==> src/rtl/i2c_regfile_slave.sv <==
module i2c_regfile_slave #(
  parameter logic [6:0] DEV_ADDR = 7'h2C,
  parameter int NUM_REGS = 28,
  parameter int FILT = 3
) (
  input  logic clk,
  input  logic rst_n,
  input  logic scl_i,
  input  logic sda_i,
  output logic sda_oe
);
  localparam int IW = $clog2(NUM_REGS);
  localparam logic [7:0] LAST = 8'(NUM_REGS - 1);

  typedef enum logic [2:0] {S_IDLE, S_RX, S_ACKW, S_ACKD, S_TX, S_TXACK, S_TXLD} st_t;

  logic [FILT-1:0] scl_sh, sda_sh;
  logic scl_f, sda_f, scl_q, sda_q;

  always_ff @(posedge clk or negedge rst_n)
    if (!rst_n) begin
      scl_sh <= '1; sda_sh <= '1;
      scl_f <= 1'b1; sda_f <= 1'b1;
      scl_q <= 1'b1; sda_q <= 1'b1;
    end else begin
      scl_sh <= {scl_sh[FILT-2:0], scl_i};
      sda_sh <= {sda_sh[FILT-2:0], sda_i};
      if (&scl_sh) scl_f <= 1'b1; else if (~|scl_sh) scl_f <= 1'b0;
      if (&sda_sh) sda_f <= 1'b1; else if (~|sda_sh) sda_f <= 1'b0;
      scl_q <= scl_f;
      sda_q <= sda_f;
    end

  wire scl_rise  = scl_f & ~scl_q;
  wire scl_fall  = ~scl_f & scl_q;
  wire start_det = scl_f & scl_q & sda_q & ~sda_f;
  wire stop_det  = scl_f & scl_q & ~sda_q & sda_f;

  st_t        state;
  logic [2:0] bitcnt;
  logic [6:0] sh;
  logic [7:0] txsh, ptr;
  logic       rw, addr_ph, ptr_ph;
  logic [7:0] regs [NUM_REGS];

  wire [7:0] rx_byte = {sh, sda_f};
  wire [7:0] rdata   = (ptr <= LAST) ? regs[ptr[IW-1:0]] : 8'h00;

  always_ff @(posedge clk or negedge rst_n)
    if (!rst_n) begin
      state <= S_IDLE; sda_oe <= 1'b0; bitcnt <= '0; sh <= '0; txsh <= '0;
      ptr <= '0; rw <= 1'b0; addr_ph <= 1'b1; ptr_ph <= 1'b0;
      for (int i = 0; i < NUM_REGS; i++) regs[i] <= 8'h00;
    end else if (start_det) begin
      state <= S_RX; bitcnt <= '0; sda_oe <= 1'b0; addr_ph <= 1'b1;
    end else if (stop_det) begin
      state <= S_IDLE; sda_oe <= 1'b0;
    end else begin
      case (state)
        S_RX: if (scl_rise) begin
          sh <= rx_byte[6:0];
          bitcnt <= bitcnt + 3'd1;
          if (bitcnt == 3'd7) begin
            state <= S_ACKW;
            if (addr_ph) begin
              if (rx_byte[7:1] == DEV_ADDR) begin
                rw <= rx_byte[0]; addr_ph <= 1'b0; ptr_ph <= 1'b1;
              end else state <= S_IDLE;
            end else if (ptr_ph) begin
              ptr <= rx_byte; ptr_ph <= 1'b0;
            end else begin
              if (ptr <= LAST) regs[ptr[IW-1:0]] <= rx_byte;
              ptr <= ptr + 8'd1;
            end
          end
        end
        S_ACKW: if (scl_fall) begin
          sda_oe <= 1'b1; state <= S_ACKD;
        end
        S_ACKD: if (scl_fall) begin
          bitcnt <= '0;
          if (rw) begin
            txsh <= rdata; sda_oe <= ~rdata[7]; state <= S_TX;
          end else begin
            sda_oe <= 1'b0; state <= S_RX;
          end
        end
        S_TX: if (scl_fall) begin
          if (bitcnt == 3'd7) begin
            sda_oe <= 1'b0; bitcnt <= '0; ptr <= ptr + 8'd1; state <= S_TXACK;
          end else begin
            sda_oe <= ~txsh[6]; txsh <= {txsh[6:0], 1'b0}; bitcnt <= bitcnt + 3'd1;
          end
        end
        S_TXACK: if (scl_rise) state <= sda_f ? S_IDLE : S_TXLD;
        S_TXLD: if (scl_fall) begin
          txsh <= rdata; sda_oe <= ~rdata[7]; state <= S_TX;
        end
        default: ;
      endcase
    end

  AST_OE_RISE_SCL_LOW: assert property (@(posedge clk) disable iff (!rst_n)
    $rose(sda_oe) |-> !scl_f);
  AST_IDLE_RELEASED: assert property (@(posedge clk) disable iff (!rst_n)
    (state == S_IDLE) |-> !sda_oe);
  AST_START_RELEASE: assert property (@(posedge clk) disable iff (!rst_n)
    $past(start_det) |-> (!sda_oe && state == S_RX));
  AST_TX_PTR_STEP: assert property (@(posedge clk) disable iff (!rst_n)
    (state == S_TXACK && $past(state) == S_TX) |-> ptr == $past(ptr) + 8'd1);
endmodule

==> config.mk <==
export PLATFORM = sky130hd
export DESIGN_NAME = i2c_regfile_slave
export DESIGN_NICKNAME = d
export VERILOG_FILES = /design/src/rtl/i2c_regfile_slave.sv
export SDC_FILE = /design/constraint.sdc
export NUM_CORES = 1
export LEC_CHECK = 0
export CAP_MARGIN = 20
export CELL_PAD_IN_SITES_DETAIL_PLACEMENT = 0
export CELL_PAD_IN_SITES_GLOBAL_PLACEMENT = 1
export CORE_AREA = 3 3 164 166
export CTS_BUF_LIST = sky130_fd_sc_hd__clkbuf_4
export DETAILED_ROUTE_END_ITERATION = 10
export DIE_AREA = 0 0 167 169
export DONT_BUFFER_PORTS = 1
export MAX_ROUTING_LAYER = met4
export PLACE_DENSITY = 0.71
export SLEW_MARGIN = 30
export SYNTH_ARGS = -nofsm -noshare
export SYNTH_HDL_FRONTEND = slang
export SYNTH_SLANG_ARGS = --single-unit
==> constraint.sdc <==
create_clock -name clk -period 5.2 [get_ports clk]
set_input_delay 0.26 -clock clk [delete_from_list [all_inputs] [get_ports clk]]
set_output_delay 0.26 -clock clk [all_outputs]
set_load 0.01 [all_outputs]
Word level (Yosys, flattened, before mapping). Cells that the tools add are included.

Flip-flop bits (word level): 266. Input port bits: 4. Output and inout bits: 1. Logic and storage cells: 185.

Add/sub/neg operators: 2. $lt $le $gt $ge: 3. Eq/ne operators: 32. Mux-type cells: 64. Bitwise operators: 18. Reductions and logical operators: 23.

Operators by type and width (count): 224-bit bitwise mux (1); 8-bit two-way mux (10); 3-bit two-way mux (18); 8-bit binary-select mux with 5-bit select (1); 8-bit demux with 5-bit select (1); 7-bit two-way mux (5); 4-bit != test (second input constant) (8); 2-bit != test (second input constant) (12); 8-bit AND reduction (3); 1-bit two-way mux (21); 7-bit one-hot mux with 3 select lines (1); 3-bit one-hot mux with 6 select lines (1); 8-bit one-hot mux with 2 select lines (1); 3-bit equality test (second input constant) (4); 1-bit NOT (10); 5-bit AND reduction (2); 3-bit != test (second input constant) (3); 3-bit one-hot mux with 3 select lines (1); 9-bit AND reduction (1); 8-bit by 1-bit adder with 8-bit output (second input constant) (1); 8-bit by 5-bit <= comparator with 1-bit output (second input constant) (1); 4-bit AND reduction (2); 2-bit nonzero test (4); 8-bit nonzero test (1); 19 further kinds (29).

Logic depth before layout (Yosys ltp).
Word-level depth: 11. Gate-level depth with buffers: 9. Gate-level depth less buffers: 8.

Worst setup path after synthesis. Ideal clock, no wire load.

Path type: reg2reg. From: reg bitcnt[0]. To: reg regs[0] in the netlist's numbering. Library setup time: 125 ps. Data arrival time: 2181 ps. Path slack: 2894 ps. Stages on the path, launching flop included: 9. Buffers on the path: 1. Path through: dfrtp_1 > ha_1 > ha_1 > clkbuf_1 > nand3_1 > nor4_4 > nand2_2 > nor3_4 > mux2_2.

Longest elaborated chain between the ends: 2.

Ends and longest elaborated chain: from (decl) (line 40) `logic [2:0] bitcnt;`; from (signal assigned) (line 62) `bitcnt <= bitcnt + 3'd1;`; from (signal assigned) (line 92) `sda_oe <= ~txsh[6]; txsh <= {txsh[6:0], 1'b0}; bitcnt <= bitcnt + 3'd1;`; 3-bit equality test (line 63) `if (bitcnt == 3'd7) begin`; 8-bit AND reduction (no source line); to (signal, indexed assignment) (line 72) `if (ptr <= LAST) regs[ptr[IW-1:0]] <= rx_byte;`; to (decl) (line 44) `logic [7:0] regs [NUM_REGS];`.

Every way passes these cells. A chain may end at the register's enable or synchronous reset.

Final worst setup path.
From: reg ptr[1]. To: reg txsh[4].

Longest elaborated chain between the ends: 8. Elaborated cells between the ends (all ways): 10. Classes of those cells: 1 x order compare; 8 x mux; 1 x bitwise.

Ends and longest elaborated chain: from (decl) (line 42) `logic [7:0] txsh, ptr;`; from (signal assigned) (line 73) `ptr <= ptr + 8'd1;`; 5-bit NOT with 6-bit output (not written as such) (line 47) `wire [7:0] rdata = (ptr <= LAST) ? regs[ptr[IW-1:0]] : 8'h00;`; 8-bit binary-select mux with 5-bit select (line 47); 8-bit two-way mux (not written as such) (2 in a row) (line 47); 8-bit two-way mux * (line 47); 7-bit two-way mux (line 82) `if (rw) begin`; 7-bit two-way mux (line 80) `S_ACKD: if (scl_fall) begin`; 7-bit one-hot mux with 3 select lines * (line 59) `case (state)`; to (signal assigned) (line 92); to (decl) (line 42).

Every way passes the cells marked *; elsewhere a longest branch is shown, timed or not. The select of a mux whose other input is x is not followed.

==> results.md <==
* Commonest cells in the netlist: dfrtp_1, mux2_2, mux2i_1
* H-tree level count at 3
* Number of synthesized register bits at 266
* CTS tree: done
* Worst Skew at 0.0392 ns
* Antenna violations before repair at 1
* # rows at 59
* Worst-path clk slew at 0.07 ns
* Worst Path Required at 5.80 ns
* DP HPWL at 19600 um
* Core ar. at 25800 sq um
* Top cell type's share of synthesized area at 50.0%
* Tmin final at 3.09 ns
* Failing checks: negative hold slack
* Die width at 167 um
* Pleak at 6.35 nW
* Compound-Gate Fraction of Synth Area at 6.96%
* Arr. time, crit path at 3.68 ns
* Final period utilization at 59.3%
* Avg WL per Cell at 22.9 um
* Root Buffer: clkbuf_4
* CP Class: reg -> reg
* Layout cell share with drive strength beyond 1 at 41.4%
* Mapped Area at 12800 sq um
* Clock Power Share at 44.0%
* Slowest cell on crit path: dfrtp_4
* Largest net degree at the start of global routing at 267
* Avg Cell Area, Syn at 12.8 sq um
* Post-route worst setup slack at 2.11 ns
* Overall Power at 4.40 mW
* Critical path peak fanout at 55
* WL final at 32100 um
* Setup TNS at 0 ns
* Synth cell types at 64
* Total die area at 28200 sq um
* Peak supply drop at 287 uV
* Hold Path Class: in -> async
* Max clock buf depth at 3
* Maximum clock rate at 324 MHz
* Gp weighted congestion at 0.854
* Post-synth ARST share at 100%
* Vias in the first global route at 8733
* CP delay by family, top: flip-flops
* IO Count at 5
* Synth Instances at 993
* Top post-synthesis cells by area: dfrtp_1, mux2_2, mux2i_1, mux4_2, dfstp_2
* Yosys warns at 0
* Worst path cell trace: buf_4, mux4_2, mux2i_1, o211ai_1, nand4_1, a21oi_1
* Num CTS Buffers at 76
* Max cap viols at 0
* Die H at 169 um
* Routed Antenna Nets at 0
* Seq/Total Area, Yosys at 52.3%
* Worst-margin pin slew at 0.988 ns
* RSZ-0062 raised after global routing: no
* Pwr Density at 315 nW/um^2
* Total nets after synthesis at 1003
* Iteration-0 DRC Markers at 589
* Sink Count at 266
* Most used DFF post-synth: dfrtp_1
* Slew Limit Headroom at 34.0%
* Post-synth EDFFs at 0
* Initial Utilization at 49.5%
* Adder-Cell Fraction of Synth Area at 0.589%
* Most frequent cell after synthesis: dfrtp_1
* Global-route wire length before repair at 51000 um
* Simple-gate area share of the yosys netlist at 8.44%
* Leading area contributor after synthesis: dfrtp_1
* Layout overhead on the synthesized area at 9.67%
* Comb pwr share at 6.7%
* Status: finished with violations
* CP startpoint kind: flip-flop
* Crit end category: flip-flop
* Overall fraction of global-route tracks in use at 24.0%
* Crit path depth at 6
* Cts hold-fix bufs at 2
* Via count at 8379
* Mux share of post-synthesis cell area at 28.9%
* Setup violators final at 0
* CP max stage delay at 1.02 ns
* Switching Share at 25.9%
* IO buf count at 0
* Post-synthesis xor/xnor area fraction at 0.0687%
* Sequential group share of total power at 49.4%
* Post-CTS setup buffers at 0
* GRT overflow at 0
* Post-CTS sizing at 0
* Worst Path Buf+Inv at 1
* P_sw at 1.14 mW
* Setup WS pre-CTS at 2.21 ns
* Vias per cell at 5.97
* Hold Vio Cnt, Final at 266
* TritonRoute pass-1 iters at 5
* Largest family of logic cells by synthesized area: multiplexers
* Int Power at 3.26 mW
* Final hold slack at -0.719 ns
* R2R depth at 6
* Nets at 1028
* Fin. max-slew vios at 0
* Post-route DRC violation count at 0
* Worst-Skew Late Latency at 0.70 ns
state kept, by name, summed over array words and instances (netlist names):
register  flops
bitcnt        3
sda_sh        3
sda_oe        1
ptr           8
ptr_ph        1
addr_ph       1
sda_f         1
state         3
sh            7
regs        224
scl_q         1
rw            1
scl_sh        3
scl_f         1
txsh          7
sda_q         1
cell usage in the layout, fill, tap and decap left out, drive strengths merged, types with 6 or more instances in the layout:
| master | synthesis | routed |
|---|---|---|
| inv | 14 | 17 |
| mux4 | 16 | 16 |
| nor2b | 7 | 7 |
| o22ai | 13 | 13 |
| dfrtp | 255 | 255 |
| clkinv | 0 | 13 |
| mux2 | 241 | 241 |
| a31oi | 6 | 6 |
| buf | 31 | 16 |
| clkbuf | 40 | 110 |
| o21ai | 18 | 18 |
| nand3 | 16 | 16 |
| nor3 | 20 | 20 |
| mux2i | 61 | 61 |
| nand2 | 41 | 41 |
| nor2 | 56 | 56 |
| a22oi | 14 | 14 |
| o22a | 7 | 7 |
| dfstp | 11 | 11 |
| a21oi | 30 | 30 |
| ha | 6 | 6 |
| o211ai | 6 | 6 |
cell families (layout without fill, tap and decap cells):
family	count (synthesis)	after routing
xor+xnor	1	1
compound gates	130	130
flops	266	266
fa+ha+maj	6	6
mux	318	318
buf+inv	85	160
other cells	0	1
simple gates	187	187
cell type report:
cell class / count / area, sq um
inverters: 14 / 52.6
flip-flops and latches: 266 / 6680
multi-input cells: 642 / 5750
fillers: 2221 / 11800
well taps: 335 / 419
diodes: 1 / 2.50
clock buffers: 110 / 826
clock inverters: 18 / 120
repair buffers: 18 / 140
power by group through the flow:
stage               combinational (mW)  sequential (mW)  clock [mW]
detailed placement               0.290             2.21           0
finish                           0.294             2.17        1.93
global route                     0.323             2.18        2.11
global placement                 0.288             2.21           0
floorplan                        0.200             2.18           0
CTS                              0.292             2.17        2.00
worst paths after layout:
check	from	end	slack, ns
worst max-delay path	ptr[1]$_DFFE_PN0P_	txsh[4]$_DFFE_PN0P_	2.11
worst min-delay path	rst_n	regs[172]$_DFFE_PN0P_	-0.72
worst max register to register	ptr[1]$_DFFE_PN0P_	txsh[4]$_DFFE_PN0P_	2.11
worst min register to register	sda_sh[1]$_DFF_PN1_	sda_sh[2]$_DFF_PN1_	0.36
max in group asynchronous	rst_n	ptr[1]$_DFFE_PN0P_	5.16
min in group clk	sda_i	sda_sh[0]$_DFF_PN1_	0.13
through the flow:
| step | utilization, % | area (sq um) | std cells |
|---|---|---|---|
| floorplan | - | 12800 | 993 |
| global placement | 50.5 | 13000 | 1273 |
| detailed placement | 50.5 | 13000 | 1273 |
| CTS | 54.3 | 14000 | 1403 |
| global route | 54.3 | 14000 | 1404 |
| finish | 54.3 | 14000 | 1404 |
layer usage:
layer	global-route usage, %	vias to the layer above	wire length, um
met1	32.4	4318	14500
met5	-	-	0
li1	-	3757	-
met2	35.5	221	14700
met3	5.25	83	1800
met4	9.68	0	1110
No activity file was read; power rests on OpenSTA's default activity.
